**config.mk**
```make
export PLATFORM = sky130hd
export DESIGN_NAME = bcast_unit
export DESIGN_NICKNAME = d
export VERILOG_FILES = /design/src/rtl/bcast_pkg.sv /design/src/rtl/bcast_legal.sv /design/src/rtl/bcast_replicate.sv /design/src/rtl/bcast_unit.sv
export SDC_FILE = /design/constraint.sdc
export NUM_CORES = 1
export LEC_CHECK = 0
export ABC_CLOCK_PERIOD_IN_PS = 800
export BUFFER_PORTS_ARGS = -buffer_cell sky130_fd_sc_hd__buf_4
export CORE_MARGIN = 8
export CORE_UTILIZATION = 40
export DETAILED_ROUTE_END_ITERATION = 7
export GPL_TIMING_DRIVEN = 0
export HOLD_SLACK_MARGIN = 0.06
export PLACE_DENSITY = 0.81
export SYNTH_ARGS = -nofsm -noshare
export SYNTH_HDL_FRONTEND = slang
export SYNTH_SLANG_ARGS = --single-unit
```
**constraint.sdc**
```tcl
create_clock -name clk_i -period 0.8 [get_ports clk_i]
set_input_delay 0.08 -clock clk_i [delete_from_list [all_inputs] [get_ports clk_i]]
set_output_delay 0.08 -clock clk_i [all_outputs]
set_load 0.02 [all_outputs]
```
**src/rtl/bcast_pkg.sv**
```systemverilog
package bcast_pkg;
  localparam int unsigned SRC_W  = 64;
  localparam int unsigned VEC_W  = 256;
  localparam int unsigned HALF_W = VEC_W / 2;
  localparam int unsigned N_SIZE = 4;

  typedef enum logic [1:0] {
    ESZ_BYTE  = 2'b00,
    ESZ_WORD  = 2'b01,
    ESZ_DWORD = 2'b10,
    ESZ_QWORD = 2'b11
  } elem_size_e;
endpackage

```
**src/rtl/bcast_legal.sv**
```systemverilog
module bcast_legal #(
  parameter int unsigned FIELD_W = 4
) (
  input  logic               w_i,
  input  logic [FIELD_W-1:0] vvvv_i,
  output logic               illegal_o
);
  // Specifier field must be all ones, W must be zero.
  assign illegal_o = w_i | ~(&vvvv_i);
endmodule

```
**src/rtl/bcast_replicate.sv**
```systemverilog
module bcast_replicate
  import bcast_pkg::*;
#(
  parameter int unsigned S_W = SRC_W,
  parameter int unsigned V_W = VEC_W
) (
  input  logic [1:0]     size_i,
  input  logic           len256_i,
  input  logic [S_W-1:0] src_i,
  output logic [V_W-1:0] vec_o
);
  localparam int unsigned H_W = V_W / 2;

  logic [V_W-1:0] rep [N_SIZE];
  logic [V_W-1:0] sel;

  for (genvar sz = 0; sz < N_SIZE; sz++) begin : g_size
    localparam int unsigned EW = 8 << sz;
    localparam int unsigned NL = V_W / EW;
    assign rep[sz] = {NL{src_i[EW-1:0]}};
  end

  always_comb begin
    unique case (elem_size_e'(size_i))
      ESZ_BYTE:  sel = rep[0];
      ESZ_WORD:  sel = rep[1];
      ESZ_DWORD: sel = rep[2];
      default:   sel = rep[3];
    endcase
  end

  assign vec_o = len256_i ? sel : {{H_W{1'b0}}, sel[H_W-1:0]};
endmodule

```
**src/rtl/bcast_unit.sv**
```systemverilog
module bcast_unit
  import bcast_pkg::*;
#(
  parameter int unsigned S_W = SRC_W,
  parameter int unsigned V_W = VEC_W
) (
  input  logic           clk_i,
  input  logic           rst_ni,
  input  logic           valid_i,
  input  logic [1:0]     size_i,
  input  logic           len256_i,
  input  logic           w_i,
  input  logic [3:0]     vvvv_i,
  input  logic [S_W-1:0] src_i,
  output logic [V_W-1:0] result_o,
  output logic           valid_o,
  output logic           fault_o
);
  localparam int unsigned H_W = V_W / 2;

  logic           illegal;
  logic [V_W-1:0] vec_d;
  logic           accept;

  bcast_legal #(.FIELD_W(4)) u_legal (
    .w_i      (w_i),
    .vvvv_i   (vvvv_i),
    .illegal_o(illegal)
  );

  bcast_replicate #(.S_W(S_W), .V_W(V_W)) u_rep (
    .size_i  (size_i),
    .len256_i(len256_i),
    .src_i   (src_i),
    .vec_o   (vec_d)
  );

  assign accept = valid_i & ~illegal;

  always_ff @(posedge clk_i or negedge rst_ni) begin
    if (!rst_ni) begin
      result_o <= '0;
      valid_o  <= 1'b0;
      fault_o  <= 1'b0;
    end else begin
      valid_o <= accept;
      fault_o <= valid_i & illegal;
      if (accept) result_o <= vec_d;
    end
  end

  p_w_fault_r7: assert property (@(posedge clk_i) disable iff (!rst_ni)
    valid_i && w_i |=> fault_o && !valid_o);
  p_vvvv_fault_r6: assert property (@(posedge clk_i) disable iff (!rst_ni)
    valid_i && (vvvv_i != 4'hF) |=> fault_o && !valid_o);
  p_idle_r9: assert property (@(posedge clk_i) disable iff (!rst_ni)
    !valid_i |=> !valid_o && !fault_o);
  p_flags_r9: assert property (@(posedge clk_i) disable iff (!rst_ni)
    $onehot0({valid_o, fault_o}));
  p_upper_zero_r5: assert property (@(posedge clk_i) disable iff (!rst_ni)
    valid_i && !len256_i && !w_i && (vvvv_i == 4'hF) |=> result_o[V_W-1:H_W] == '0);
  p_hold_r11: assert property (@(posedge clk_i) disable iff (!rst_ni)
    !valid_i || w_i || (vvvv_i != 4'hF) |=> $stable(result_o));
endmodule

```
After elaboration in Yosys (flattened, before gate mapping)

Cells that the tools add are included.

Register bits: 258
Bits in latches: 0
RAM bits: 0
Memory bits (read-only): 0
Input port bits: 75
Output and inout bits: 258
Word-level logic and storage cells: 14
Memories kept: 0

$add $sub $neg: 0
Multiply operators: 0
Div/mod/pow operators: 0
Order comparisons: 0
Equal/unequal tests: 2
Shift-type cells: 0
Multiplexer cells: 2
Bitwise logic cells: 5
Reductions and logical operators: 2

Operators by type and width:

| cell               | count |
|---|---|
| $pmux 256 s3       | 1 |
| $mux 256           | 1 |
| $reduce_and 4->1   | 1 |
| $and 1x1->1        | 2 |
| $eq 2x1->1 const B | 1 |
| $eq 2x2->1 const B | 1 |
| $logic_not 2->1    | 1 |
| $not 1->1          | 2 |
| $or 1x1->1         | 1 |

Logic depth before layout (Yosys ltp)

Depth after elaboration: 5
Mapped depth: 7
Mapped depth without buffers: 4

Hierarchy

Synthesis repeated with hierarchy kept, for this count alone.

Cells, all modules: 912
Area total of the unflattened synthesis: 13,386.6 um2

Modules (own cells, without submodules):

| module          | instances | cells an instance | area an instance (um2) | sequential area each (um2) |
|---|---|---|---|---|
| bcast_unit      | 1         | 545               | 10,725.3               | 6,456.2 |
| bcast_replicate | 1         | 365               | 2,648.8                | 0.0 |
| bcast_legal     | 1         | 2                 | 12.5                   | 0.0 |

Worst setup path after synthesis

No wires, ideal clock.

Kind: input port to flip-flop
Start: in vvvv_i[2]
End: reg result_o[125]
Library setup time: 0.125 ns
Data arrival time: 1.210 ns
Data required time: 0.675 ns
Path slack: -0.534 ns
Stages on the path: 6
Path buffers: 2
Cells stage by stage: nand4_1 > or2_1 > buf_6 > inv_2 > buf_4 > mux2_2

Word-level cells in the longest chain between the ends: 5

RTL lines:

| element              | RTL line         | source |
|---|---|---|
| from (decl)          | bcast_unit.sv:13 | `input logic [3:0] vvvv_i,` |
| $reduce_and 4->1     | bcast_legal.sv:9 | `assign illegal_o = w_i \| ~(&vvvv_i);` |
| $not 1->1            | bcast_legal.sv:9 |  |
| $or 1x1->1           | bcast_legal.sv:9 |  |
| $not 1->1            | bcast_unit.sv:38 | `assign accept = valid_i & ~illegal;` |
| $and 1x1->1          | bcast_unit.sv:38 |  |
| to (signal assigned) | bcast_unit.sv:48 | `if (accept) result_o <= vec_d;` |
| to (decl)            | bcast_unit.sv:15 | `output logic [V_W-1:0] result_o,` |

No other way between the ends.
A chain may end at the register's enable or synchronous reset.

Worst setup path in the final report

Start: reg result_o[112]
End: out result_o[112]

No word-level cell between the ends.

==> reports/qor.yml <==
status: "complete, but fails checks"
violations: "hold timing, setup timing"
ir_drop_mv: 1.73
fp.dieArea_um2: 21500
first_iter_violations: 474
critical_path_class: "reg -> out"
multi_input_area_um2: 3360
core_region_area_um2: 16600
powerDensity_nw_per_um2: 2250
num_vias: 7059
die_h_um: 147
synth_edf_count: 0
synth_area_leaders: "dfrtp_1, buf_4, mux2i_1"
rsz0062_at_grt: "true"
final_hold_viol_count: 61
top_usage_layer: "met2"
leakagePower_nw: 6.73
synth-seq-cells: 130
dpl.cell_count: 1165
drv_slew: 0
met3_usage: 0.0906
wl_um: 35100
numCtsBuffers: 17
holdWs_ps: -374
fillers: 796
grt_pass1_wl_um: 50000
async_flop_share: 1.00
fin_skew_ps: 0
avgSynthCellArea_um2: 11.1
post-route-util: 0.848
pin_count: 333
fmax_mhz: 809
worst_slew_pin_slew_ps: 613
hold_class: "in -> async"
crit_fanout: 3
cts_root_buf: "clkbuf_16"
viasPerCell: 5.42
finalSetupViolations: 383
cp.required_ps: 720
layout.nets: 1144
grt_pass1_vias: 7832
layout.cells.non_filler: 1303
synthTopCellsByCount: "buf_4, dfrtp_1, o21ai_0"
ant_nets: 0
synth.top_cell.area_share: 0.476
use_met1: 0.329
relSlewSlack: 0.591
max_stage_delay_ps: 460
yosysTopAreaCell: "dfrtp_1"
chipWidth_um: 147
antenna_found_initial: 1
grt_use_met2: 0.545
fin_ws_ps: -436
cp_num_buf_inv: 2
worstPathArrival_ps: 1160
cp_cell_sequence: "buf_6 -> buf_6"
grt_max_degree: 70
grt_usage: 0.307
yosysMostFrequentCell: "buf_4"
initial_core_util: 0.411
crit_top_cell: "buf_6"
clock_sinks: 130
timing.final.crit_share: 1.54
slowest_stage: "dfrtp_1"
clock_path_buffers: 2
clk_pin_slew_worst_paths_ps: 60
fp-row-count: 47
seq_area_um2: 3300
hold_buffers: 12
numPortBuffers: 329
dr.pass1.iters: 5
synth_warnings: 0
overflow: 0
drc: 0
synthFlopType: "dfrtp_1"
maxCapViolCount: 0
areaGrowthSynthToFinish_pct: 106
fin_crit_ps: 1240
drive_above_1_share: 0.791
synth.distinct_cells: 23
seq_area_frac_synth: 0.476
fin_setup_tns_ps: -102420
clk_latency_ps: 420
routedWlPerCell_um: 27.0
htreeDepth: 4
path_delay_family: "flip-flops"
critPathLaunchType: "flip-flop"
cts_tree: "yes"
synth_nets: 690
end_kind: "output pin"
p_total_mw: 31.8
dpl.hpwl_um: 20800
synthCells: 615
place_congestion: 0.799
syn-cell-area_um2: 6830
## metal layers
layer | part of all wire | vias to the layer above | routed length [µm]
met2 | 0.53 | 392 | 18600
met5 | 0 | - | 0
li1 | - | 2952 | -
met3 | 0.072 | 103 | 2540
met1 | 0.35 | 3612 | 12400
met4 | 0.045 | 0 | 1590
## sequential cells by signal, summed over array words and instances (netlist names)
name	cells
fault_o	1
result_o	128
valid_o	1
## worst paths after layout
path	endpoint	cells after the start	slack (ps)	start
max	result_o[112]	2	-440	result_o[112]
min	result_o[101]	1	-370	rst_ni
max reg2reg	result_o[82]	3	-240	result_o[82]
min reg2reg	result_o[115]	2	570	result_o[115]
max in group asynchronous	result_o[254]	2	370	rst_ni
min in group clk_i	result_o[98]	3	30	src_i[34]
## layout by cell type, fill, tap and decap left out, drive strengths merged
master and count:
o21ai 112, nor2 1, o31ai 16, inv 9, diode 1, nand4 1, clkinv 6, mux2i 64
or3 1, mux2 56, nand2b 1, clkbuf 27, clkinvlp 4, o2bb2ai 16, or2 1, nand2 17
a22o 16, dlygate4sd3 12, dfrtp 130, nor3 1, buf 589, bufinv 1, o21a 1
## final cells by class
type                    count  share of cell area
repair buffers            440               0.333
clock buffers              22              0.0329
flip-flops and latches    130               0.234
well taps                 220              0.0195
plain buffers             166               0.133
inverters                  10             0.00355
multi-input cells         304               0.238
diodes                      1            0.000177
clock inverters            10             0.00603
## what timing repair did
action                                  CTS  global route
gates resized for setup                 644           242
endpoints found under the setup margin  386           386
buffers inserted                         61            37
hold endpoints to repair                 88            68
cloned                                   14             0
pin swaps                                68            26
## stage by stage
stage	instance area [µm²]	setup WS (ps)
2_1_floorplan	6890	-479
3_3_place_gp	9630	-849
3_5_place_dp	9660	-937
4_1_cts	13400	-402
5_1_grt	14100	-444
6_report	14100	-436
## report_power, final
part           switching, mW  internal, mW  leakage, nW
Sequential              1.64          7.72         1.65
Combinational           6.57          8.46         4.81
Clock                   3.01          4.40        0.262
## logic make-up (layout without fill, tap and decap cells)
logic type	Yosys count	count (layout)	synth area share
AO/OA/AOI/OAI	161	161	0.142
buffers and inverters	181	648	0.179
flip-flops	130	130	0.476
multiplexers	120	120	0.188
other	0	1	0
AND/OR/NAND/NOR	23	23	0.0154
## worst register-to-register path: stages, from the launching register on
cell and delay (ps):
dfrtp_2 430, buf_4 140, buf_6 100, mux2_4 250
Note: power is estimated with default switching activity, not from simulation.
